===== src/rtl/ecc_rpt_pkg.sv =====
package ecc_rpt_pkg;

  localparam int NCLS   = 4;
  localparam int NMEM   = 2;
  localparam int REG_AW = 3;
  localparam int REG_DW = 32;

  // event class indices into the internal enable and flag vectors
  localparam int CLS_FL_NC  = 0;
  localparam int CLS_RAM_NC = 1;
  localparam int CLS_FL_SB  = 2;
  localparam int CLS_RAM_SB = 3;

  // register bit position (LSB-0) of each class in config and status words
  localparam int CLS_POS [NCLS] = '{0, 1, 4, 5};

  // per memory (0 = RAM, 1 = flash) class of its single-bit and non-correctable events
  localparam int MEM_SB_CLS [NMEM] = '{CLS_RAM_SB, CLS_FL_SB};
  localparam int MEM_NC_CLS [NMEM] = '{CLS_RAM_NC, CLS_FL_NC};

  // register addresses
  localparam logic [REG_AW-1:0] RA_CFG      = 3'd0;
  localparam logic [REG_AW-1:0] RA_STAT     = 3'd1;
  localparam logic [REG_AW-1:0] RA_RAM_ADDR = 3'd2;
  localparam logic [REG_AW-1:0] RA_RAM_INFO = 3'd3;
  localparam logic [REG_AW-1:0] RA_RAM_DATA = 3'd4;
  localparam logic [REG_AW-1:0] RA_FL_ADDR  = 3'd5;
  localparam logic [REG_AW-1:0] RA_FL_INFO  = 3'd6;
  localparam logic [REG_AW-1:0] RA_FL_DATA  = 3'd7;

  // info word layout
  localparam int INFO_ATTR_LSB = 0;
  localparam int INFO_MID_LSB  = 8;
  localparam int INFO_NC_BIT   = 16;

endpackage


===== src/rtl/ecc_rpt_enables.sv =====
module ecc_rpt_enables
  import ecc_rpt_pkg::*;
(
  input  logic            clk,
  input  logic            rst_n,
  input  logic            we_i,
  input  logic [NCLS-1:0] wbits_i,
  output logic [NCLS-1:0] en_o
);

  logic [NCLS-1:0] en_q;
  logic [NCLS-1:0] en_d;

  always_comb begin
    en_d = wbits_i;
  end

  always_ff @(posedge clk or negedge rst_n) begin
    if (!rst_n) begin
      en_q <= '0;
    end else if (we_i) begin
      en_q <= en_d;
    end
  end

  assign en_o = en_q;

endmodule


===== src/rtl/ecc_rpt_flags.sv =====
module ecc_rpt_flags
  import ecc_rpt_pkg::*;
(
  input  logic            clk,
  input  logic            rst_n,
  input  logic [NCLS-1:0] set_i,
  input  logic [NCLS-1:0] clr_i,
  output logic [NCLS-1:0] flag_o,
  output logic            any_o
);

  logic [NCLS-1:0] flag_q;
  logic [NCLS-1:0] flag_d;
  logic            upd;

  always_comb begin
    // set takes priority over a write-one-to-clear in the same cycle
    flag_d = (flag_q & ~clr_i) | set_i;
    upd    = |{set_i, clr_i};
  end

  always_ff @(posedge clk or negedge rst_n) begin
    if (!rst_n) begin
      flag_q <= '0;
    end else if (upd) begin
      flag_q <= flag_d;
    end
  end

  assign flag_o = flag_q;
  assign any_o  = |flag_q;

endmodule


===== src/rtl/ecc_rpt_capture.sv =====
module ecc_rpt_capture #(
  parameter int ADDR_W = 32,
  parameter int DATA_W = 32,
  parameter int ATTR_W = 8,
  parameter int MID_W  = 4
) (
  input  logic              clk,
  input  logic              rst_n,
  input  logic              sb_i,
  input  logic              nc_i,
  input  logic              en_sb_i,
  input  logic              en_nc_i,
  input  logic [ADDR_W-1:0] addr_i,
  input  logic [ATTR_W-1:0] attr_i,
  input  logic [DATA_W-1:0] data_i,
  input  logic [MID_W-1:0]  mid_i,
  output logic [ADDR_W-1:0] addr_o,
  output logic [ATTR_W-1:0] attr_o,
  output logic [DATA_W-1:0] data_o,
  output logic [MID_W-1:0]  mid_o,
  output logic              nc_o
);

  logic              take;
  logic              nc_d;
  logic [ADDR_W-1:0] addr_q;
  logic [ATTR_W-1:0] attr_q;
  logic [DATA_W-1:0] data_q;
  logic [MID_W-1:0]  mid_q;
  logic              nc_q;

  always_comb begin
    take = (nc_i & en_nc_i) | (sb_i & en_sb_i);
    // a reported non-correctable event outranks a correction in the same cycle
    nc_d = nc_i & en_nc_i;
  end

  always_ff @(posedge clk or negedge rst_n) begin
    if (!rst_n) begin
      addr_q <= '0;
      attr_q <= '0;
      data_q <= '0;
      mid_q  <= '0;
      nc_q   <= 1'b0;
    end else if (take) begin
      addr_q <= addr_i;
      attr_q <= attr_i;
      data_q <= data_i;
      mid_q  <= mid_i;
      nc_q   <= nc_d;
    end
  end

  assign addr_o = addr_q;
  assign attr_o = attr_q;
  assign data_o = data_q;
  assign mid_o  = mid_q;
  assign nc_o   = nc_q;

endmodule


===== src/rtl/ecc_rpt_unit.sv =====
module ecc_rpt_unit
  import ecc_rpt_pkg::*;
#(
  parameter int ADDR_W = 32,
  parameter int DATA_W = 32,
  parameter int ATTR_W = 8,
  parameter int MID_W  = 4
) (
  input  logic              clk,
  input  logic              rst_n,
  input  logic              ram_sbc_i,
  input  logic              ram_nce_i,
  input  logic [ADDR_W-1:0] ram_addr_i,
  input  logic [ATTR_W-1:0] ram_attr_i,
  input  logic [DATA_W-1:0] ram_data_i,
  input  logic [MID_W-1:0]  ram_mid_i,
  input  logic              fl_sbc_i,
  input  logic              fl_nce_i,
  input  logic [ADDR_W-1:0] fl_addr_i,
  input  logic [ATTR_W-1:0] fl_attr_i,
  input  logic [DATA_W-1:0] fl_data_i,
  input  logic [MID_W-1:0]  fl_mid_i,
  input  logic              reg_we_i,
  input  logic [2:0]        reg_addr_i,
  input  logic [31:0]       reg_wdata_i,
  output logic [31:0]       reg_rdata_o,
  output logic              irq_o
);

  // reset: asynchronous assertion, synchronous release
  logic [1:0] rst_sync_q;
  logic       rst_sync_n;

  always_ff @(posedge clk or negedge rst_n) begin
    if (!rst_n) begin
      rst_sync_q <= 2'b00;
    end else begin
      rst_sync_q <= {rst_sync_q[0], 1'b1};
    end
  end

  assign rst_sync_n = rst_sync_q[1];

  // register write decode
  logic            cfg_we;
  logic            stat_we;
  logic [NCLS-1:0] wbits;
  logic [NCLS-1:0] clr;
  logic            unused_wdata;

  always_comb begin
    cfg_we  = reg_we_i && (reg_addr_i == RA_CFG);
    stat_we = reg_we_i && (reg_addr_i == RA_STAT);
    for (int i = 0; i < NCLS; i++) begin
      wbits[i] = reg_wdata_i[CLS_POS[i]];
    end
    clr = stat_we ? wbits : '0;
  end

  assign unused_wdata = ^reg_wdata_i;

  logic [NCLS-1:0] en_q;

  ecc_rpt_enables u_enables (
    .clk    (clk),
    .rst_n  (rst_sync_n),
    .we_i   (cfg_we),
    .wbits_i(wbits),
    .en_o   (en_q)
  );

  // per-memory event and access buses
  logic [NMEM-1:0]   ev_sb;
  logic [NMEM-1:0]   ev_nc;
  logic [ADDR_W-1:0] ev_addr [NMEM];
  logic [ATTR_W-1:0] ev_attr [NMEM];
  logic [DATA_W-1:0] ev_data [NMEM];
  logic [MID_W-1:0]  ev_mid  [NMEM];

  assign ev_sb      = {fl_sbc_i, ram_sbc_i};
  assign ev_nc      = {fl_nce_i, ram_nce_i};
  assign ev_addr[0] = ram_addr_i;
  assign ev_addr[1] = fl_addr_i;
  assign ev_attr[0] = ram_attr_i;
  assign ev_attr[1] = fl_attr_i;
  assign ev_data[0] = ram_data_i;
  assign ev_data[1] = fl_data_i;
  assign ev_mid[0]  = ram_mid_i;
  assign ev_mid[1]  = fl_mid_i;

  // gate each event class with its enable
  logic [NCLS-1:0] set;

  always_comb begin
    set = '0;
    for (int m = 0; m < NMEM; m++) begin
      set[MEM_SB_CLS[m]] = ev_sb[m] & en_q[MEM_SB_CLS[m]];
      set[MEM_NC_CLS[m]] = ev_nc[m] & en_q[MEM_NC_CLS[m]];
    end
  end

  logic [NCLS-1:0] flag_q;
  logic            flag_any;

  ecc_rpt_flags u_flags (
    .clk   (clk),
    .rst_n (rst_sync_n),
    .set_i (set),
    .clr_i (clr),
    .flag_o(flag_q),
    .any_o (flag_any)
  );

  assign irq_o = flag_any;

  // capture records, one per memory
  logic [ADDR_W-1:0] cap_addr [NMEM];
  logic [ATTR_W-1:0] cap_attr [NMEM];
  logic [DATA_W-1:0] cap_data [NMEM];
  logic [MID_W-1:0]  cap_mid  [NMEM];
  logic [NMEM-1:0]   cap_nc;

  for (genvar m = 0; m < NMEM; m++) begin : g_cap
    ecc_rpt_capture #(
      .ADDR_W(ADDR_W),
      .DATA_W(DATA_W),
      .ATTR_W(ATTR_W),
      .MID_W (MID_W)
    ) u_cap (
      .clk    (clk),
      .rst_n  (rst_sync_n),
      .sb_i   (ev_sb[m]),
      .nc_i   (ev_nc[m]),
      .en_sb_i(en_q[MEM_SB_CLS[m]]),
      .en_nc_i(en_q[MEM_NC_CLS[m]]),
      .addr_i (ev_addr[m]),
      .attr_i (ev_attr[m]),
      .data_i (ev_data[m]),
      .mid_i  (ev_mid[m]),
      .addr_o (cap_addr[m]),
      .attr_o (cap_attr[m]),
      .data_o (cap_data[m]),
      .mid_o  (cap_mid[m]),
      .nc_o   (cap_nc[m])
    );
  end

  // read mux
  logic [REG_DW-1:0] info_w [NMEM];

  always_comb begin
    for (int m = 0; m < NMEM; m++) begin
      info_w[m] = '0;
      info_w[m][INFO_ATTR_LSB +: ATTR_W] = cap_attr[m];
      info_w[m][INFO_MID_LSB +: MID_W]   = cap_mid[m];
      info_w[m][INFO_NC_BIT]             = cap_nc[m];
    end
  end

  always_comb begin
    reg_rdata_o = '0;
    case (reg_addr_i)
      RA_CFG: begin
        for (int i = 0; i < NCLS; i++) reg_rdata_o[CLS_POS[i]] = en_q[i];
      end
      RA_STAT: begin
        for (int i = 0; i < NCLS; i++) reg_rdata_o[CLS_POS[i]] = flag_q[i];
      end
      RA_RAM_ADDR: reg_rdata_o[ADDR_W-1:0] = cap_addr[0];
      RA_RAM_INFO: reg_rdata_o             = info_w[0];
      RA_RAM_DATA: reg_rdata_o[DATA_W-1:0] = cap_data[0];
      RA_FL_ADDR:  reg_rdata_o[ADDR_W-1:0] = cap_addr[1];
      RA_FL_INFO:  reg_rdata_o             = info_w[1];
      RA_FL_DATA:  reg_rdata_o[DATA_W-1:0] = cap_data[1];
      default:     reg_rdata_o = '0;
    endcase
  end

endmodule


===== config.mk =====
export PLATFORM = sky130hd
export DESIGN_NAME = ecc_rpt_unit
export DESIGN_NICKNAME = d
export VERILOG_FILES = /design/src/rtl/ecc_rpt_pkg.sv /design/src/rtl/ecc_rpt_enables.sv /design/src/rtl/ecc_rpt_flags.sv /design/src/rtl/ecc_rpt_capture.sv /design/src/rtl/ecc_rpt_unit.sv
export SDC_FILE = /design/constraint.sdc
export NUM_CORES = 1
export LEC_CHECK = 0
export ABC_AREA = 1
export BUFFER_PORTS_ARGS = -buffer_cell sky130_fd_sc_hd__buf_4
export CELL_PAD_IN_SITES_DETAIL_PLACEMENT = 0
export CELL_PAD_IN_SITES_GLOBAL_PLACEMENT = 1
export CORE_MARGIN = 1.5
export CORE_UTILIZATION = 37
export CTS_CLUSTER_DIAMETER = 200
export DETAILED_ROUTE_END_ITERATION = 10
export GPL_ROUTABILITY_DRIVEN = 0
export HOLD_SLACK_MARGIN = 0.12
export PLACE_DENSITY = 0.9
export SYNTH_ARGS = -nofsm -noshare
export SYNTH_HDL_FRONTEND = slang
export SYNTH_HIERARCHICAL = 1
export SYNTH_SLANG_ARGS = --single-unit

===== constraint.sdc =====
create_clock -name clk -period 6.21 [get_ports clk]
set_input_delay 0.621 -clock clk [delete_from_list [all_inputs] [get_ports clk]]
set_output_delay 0.621 -clock clk [all_outputs]
set_load 0.01 [all_outputs]

Yosys cells after proc, flatten, opt, wreduce, memory -nomap -nowiden

Cells that the tools add are included.

Memory bits (writable): 0
Flip-flop bits (word level): 164
Bits in latches: 0
Output and inout bits: 33
Logic and storage cells: 39
Bits in read-only memories: 0
Bits of input ports: 194
Memories kept: 0

Div/mod/pow operators: 0
Bitwise operators: 9
Reduce and logical (&&, ||, !) cells: 5
$mul: 0
Add/sub/neg operators: 0
Muxes and demuxes: 5
Magnitude comparators: 0
Equal/unequal tests: 7
Shift-type cells: 0

Operators with widths:

| cell                                          | count |
|---|---|
| one-hot mux 26 bit (6 select lines)           | 1 |
| one-hot mux 2 bit (8 select lines)            | 2 |
| == test 3 bit, second input constant          | 4 |
| one-hot mux 2 bit (6 select lines)            | 1 |
| OR reduction 8 bit                            | 1 |
| == test 3 x 2 -> 1 bit, second input constant | 2 |
| bitwise AND 1 bit                             | 4 |
| bitwise AND 4 bit                             | 1 |
| 2-to-1 mux 4 bit                              | 1 |
| inverter 4 bit                                | 1 |
| bitwise OR 4 bit                              | 1 |
| OR reduction 4 bit                            | 1 |
| == test 3 x 1 -> 1 bit, second input constant | 1 |
| zero test 3 bit                               | 1 |
| logical AND 1 bit                             | 2 |
| bitwise OR 1 bit                              | 2 |

Longest topological paths before layout

Word-level depth: 6
Gate-level depth with buffers: 9
Mapped depth without buffers: 7

Hierarchy

The synthesis kept the hierarchy.

Modules (own cells, without submodules):

| module          | cells each | seq. area each (µm²) | instances | area each (µm²) |
|---|---|---|---|---|
| ecc_rpt_capture | 334        | 1,926.8              | 2         | 3,046.7 |
| ecc_rpt_unit    | 330        | 50.0                 | 1         | 1,539.0 |
| ecc_rpt_flags   | 23         | 100.1                | 1         | 171.4 |
| ecc_rpt_enables | 17         | 100.1                | 1         | 148.9 |

Worst setup path after synthesis

No wires, ideal clock.

Path kind: input to output
Start: in reg_addr_i[1]
End: out reg_rdata_o[10]
Arrival: 1.487 ns
Stages: 9
Setup slack: 4.102 ns
Path buffers: 2
Required time: 5.589 ns
Path through: buf_2 -> inv_2 -> nand3_1 -> inv_2 -> buf_4 -> nand2_1 -> nand2_1 -> inv_1 -> nand3_1

Cells in the longest elaborated chain, start to end: 2
Elaborated cells between the ends (all ways): 7
Classes of those cells: 6 x eq/ne; 1 x mux

RTL lines:

| what                                                    | line                | text |
|---|---|---|
| start, declared                                         | ecc_rpt_unit.sv:24  | `input logic [2:0] reg_addr_i,` |
| == test 3 bit or == test 3 x 2 -> 1 bit (tied branches) | ecc_rpt_unit.sv:162 | `case (reg_addr_i)` |
| one-hot mux 26 bit (6 select lines) *                   | ecc_rpt_unit.sv:162 |  |
| end, declared                                           | ecc_rpt_unit.sv:26  | `output logic [31:0] reg_rdata_o,` |

Every way passes the cells marked *; elsewhere a longest branch is shown, timed or not.

Worst setup path after layout

Start: in reg_addr_i[2]
End: out reg_rdata_o[11]

Same word-level chain as after synthesis.

==> impl_metrics.csv <==
group,metric,value,unit
status,outcome,"finished, final reports clean",
sta,max-slew-margin-rel,30.5,%
sta,worst-slew-pin-transition,1.04,ns
setup_path,worst_ep_arrival_time,2.64,ns
job,cap_viol_max_count,0,
logic_synthesis,syn_area_cell,7.66,sq um
routing,post-route-drc-count,0,
grt,grt_usage,21.7,%
sta,final_max_tran_viols,0,
setup_path,crit_start,"reg_addr_i[2]",
sta,final.hold.worst_slack,0.326,ns
logic_synthesis,postSynthRegisterBits,164,
logic_synthesis,yosys.cell_count.top_type,"sky130_fd_sc_hd__nand2_1",
sta,achievable-frequency,307,MHz
die,ioPinCount,227,
routing,drt-wirelength-per-cell,16.3,um
logic_synthesis,seq_area_frac_synth,51.6,%
finish,postLayoutCellArea,10100,sq um
logic_synthesis,ys_dominant_reg_cell,"sky130_fd_sc_hd__dfrtp_1",
routing,vias,7408,
clock_tree,clock-sinks,164,
place,dpl.hpwl,16.7,mm
setup_path,endpoint_kind,"primary output",
setup_path,critPathKind,"in -> out",
sta,layout_min_cycle_time,3.26,ns
grt,global_route_wire_length_before_repair,37.0,mm
routing,drt_wl_total,24.2,mm
sta,fin_worst_skew,0.00827,ns
sta,hold_violation_total_from_the_final_report,0,
setup_path,r2r_cells,6,
routing,via_per_inst,5.00,
clock_tree,clock_insertion_delay_worst_skew,0.42,ns
setup_path,worst-endpoint-required,5.59,ns
finish,final_layout_size_suffix_gt1_share,20.9,%
logic_synthesis,post-synth-top-area-fraction,51.6,%
pwr,vdd_drop_max,0.170,mV
clock_tree,cts-resized-gates,0,
place,placedInstanceArea,9450,sq um
die,die_extent_in_x,150,um
logic_synthesis,ys_warn_count,6,
finish,synthToLayoutAreaGrowth,27.5,%
die,die_footprint,22400,sq um
place,io_buffers,198,
finish,antenna_cells_inserted,0,
routing,drt_first_iter_violations,623,
setup_path,critical_path.max_fanout,40,
sta,setup_violations,0,
grt,grt.overflow.total,0,
finish,num-nets-final,1389,
setup_path,worstSetupStartpointType,"input port",
pwr,powerDensity,366,nW/um^2
grt,antenna_found_initial,0,
logic_synthesis,synth_enable_flop_cells,0,
logic_synthesis,synth_top_cells_by_count,"sky130_fd_sc_hd__nand2_1 (433), sky130_fd_sc_hd__nand3_1 (168), sky130_fd_sc_hd__dfrtp_1 (164)",
routing,route.antenna.remaining_nets,0,
clock_tree,ctsHtreeMaxLevel,4,
setup_path,worstReg2RegStart,"u_enables/en_o[3]$_DFFE_PN0P_",
setup_path,setup.reg_to_reg.worst_slack,3.69,ns
logic_synthesis,synth_top_cells_by_area,"sky130_fd_sc_hd__dfrtp_1 (52%), sky130_fd_sc_hd__nand2_1 (20%), sky130_fd_sc_hd__nand3_1 (11%)",
logic_synthesis,synth.distinct_cells,21,
logic_synthesis,synth-async-reset-ratio,100,%
logic_synthesis,cell_count_after_synthesis,1038,
die,core_area,21000,sq um
routing,drt_pre_antenna_iters,7,
min_path,hold_path.class,"reg -> async",
clock_tree,cts.reportedPaths.clkPinSlew,0.06,ns
pwr,leakage_component_of_the_power,5.45,nW
die,num_rows,53,
setup_path,critical_path.endpoint,"reg_rdata_o[11]",
logic_synthesis,syn_nets,1232,
logic_synthesis,synth_area_leader_cell,"sky130_fd_sc_hd__dfrtp_1",
grt,first_global_vias,6811,
clock_tree,root_buffer,"sky130_fd_sc_hd__clkbuf_16",
die,initial_utilization,37.8,%
clock_tree,tritoncts,"built",
setup_path,worst_r2r_endpoint,"g_cap[0].u_cap/data_o[6]$_DFFE_PN0P_",
grt,grt_max_degree,79,
clock_tree,clk_path_buf_depth,2,
die,die_h,150,um
sta,final.period_utilization,52.4,%
sta,rsz0062_at_grt,"no",
sta,fin_setup_tns,0,ns
logic_synthesis,post_synthesis_instance_area,7950,sq um
clock_tree,cts-buffers-inserted,17,
where the power goes:
group	internal [mW]	switching [mW]
registers	1.41	0.213
clock network	0.780	0.430
logic	0.373	0.501
total	2.57	1.14
repair_timing:
| action | 4_1_cts | 5_1_grt |
|---|---|---|
| endpoints found under the setup margin | 0 | 0 |
| hold buffers | 1 | 0 |
| setup buffers | 0 | 0 |
| hold endpoints to repair | 2 | 0 |
registers in the layout, indices dropped and copies added, names as in the netlist:
name	cells
u_flags/flag_o	4
g_cap.u_cap/mid_o	8
g_cap.u_cap/nc_o	2
rst_sync_q	2
g_cap.u_cap/addr_o	64
g_cap.u_cap/data_o	64
u_enables/en_o	4
g_cap.u_cap/attr_o	16
critical path, stage by stage:
cell                      delay (ns)
sky130_fd_sc_hd__buf_4          0.37
sky130_fd_sc_hd__inv_2          0.27
sky130_fd_sc_hd__nor3_4         0.85
sky130_fd_sc_hd__nand2_1        0.10
sky130_fd_sc_hd__nand2_1        0.09
sky130_fd_sc_hd__nor2_1         0.06
sky130_fd_sc_hd__nand2_1        0.10
sky130_fd_sc_hd__buf_4          0.12
worst min path at each step:
stage | from | to | slack [ns] | cells after the start
2_1_floorplan | rst_n | rst_sync_q[0]$_DFF_PN0_ | 0.33 | 0
3_3_place_gp | rst_sync_q[0]$_DFF_PN0_ | rst_sync_q[1]$_DFF_PN0_ | 0.34 | 0
3_5_place_dp | rst_sync_q[0]$_DFF_PN0_ | rst_sync_q[1]$_DFF_PN0_ | 0.34 | 0
4_1_cts | rst_sync_q[1]$_DFF_PN0_ | u_enables/en_o[2]$_DFFE_PN0P_ | 0.36 | 0
5_1_grt | rst_sync_q[0]$_DFF_PN0_ | rst_sync_q[1]$_DFF_PN0_ | 0.37 | 0
6_report | rst_sync_q[1]$_DFF_PN0_ | u_enables/en_o[2]$_DFFE_PN0P_ | 0.33 | 0
final cells by class:
class                      count  area, sq um
fill                        2093        10900
inverter                      61          229
timing repair buffer         207         1560
sequential                   164         4110
clock inverter                11          223
tap                          275          344
multi-input combinational    744         3220
clock buffer                  21          460
cell families (layout without fill, tap and decap cells):
logic type,after synthesis,after routing,synth area share (%)
buffers and inverters,130,300,7.88
AO/OA/AOI/OAI,8,8,0.503
AND/OR/NAND/NOR,735,735,40.0
other,1,1,0.0472
flip-flops,164,164,51.6
layer usage:
layer  global-route usage [%]  vias up  routed length [um]
met5                        0        -                   0
met1                     34.2     3442               12000
met4                     7.97        0                 673
met3                     3.57       37                1550
li1                         -     3638                   -
met2                     29.1      291                9920
layout by cell type, fill, tap and decap left out, types with 2 or more instances in the layout:
master and instances:
sky130_fd_sc_hd__a21oi_1 4, sky130_fd_sc_hd__clkbuf_1 2, sky130_fd_sc_hd__nand2_2 6, sky130_fd_sc_hd__nand4_1 62
sky130_fd_sc_hd__bufinv_16 6, sky130_fd_sc_hd__buf_4 206, sky130_fd_sc_hd__clkbuf_8 2, sky130_fd_sc_hd__dfrtp_1 163
sky130_fd_sc_hd__nand3_2 3, sky130_fd_sc_hd__inv_1 56, sky130_fd_sc_hd__nor2_1 59, sky130_fd_sc_hd__o21ai_0 4
sky130_fd_sc_hd__clkbuf_16 17, sky130_fd_sc_hd__clkinv_4 3, sky130_fd_sc_hd__inv_2 5, sky130_fd_sc_hd__nand3_1 168
sky130_fd_sc_hd__nand2_1 433
metrics by stage:
| step | setup WS, ns | cells | total power, mW | util (%) |
|---|---|---|---|---|
| floorplan | 1.30 | 1038 | 2.18 | - |
| global placement | 2.97 | 1450 | 2.48 | 44.9 |
| detailed placement | 2.98 | 1450 | 2.51 | 44.9 |
| CTS | 2.98 | 1483 | 3.73 | 48.2 |
| global route | 2.74 | 1483 | 3.92 | 48.2 |
| finish | 2.95 | 1483 | 3.71 | 48.2 |
Power figures use the tool's default switching activity.
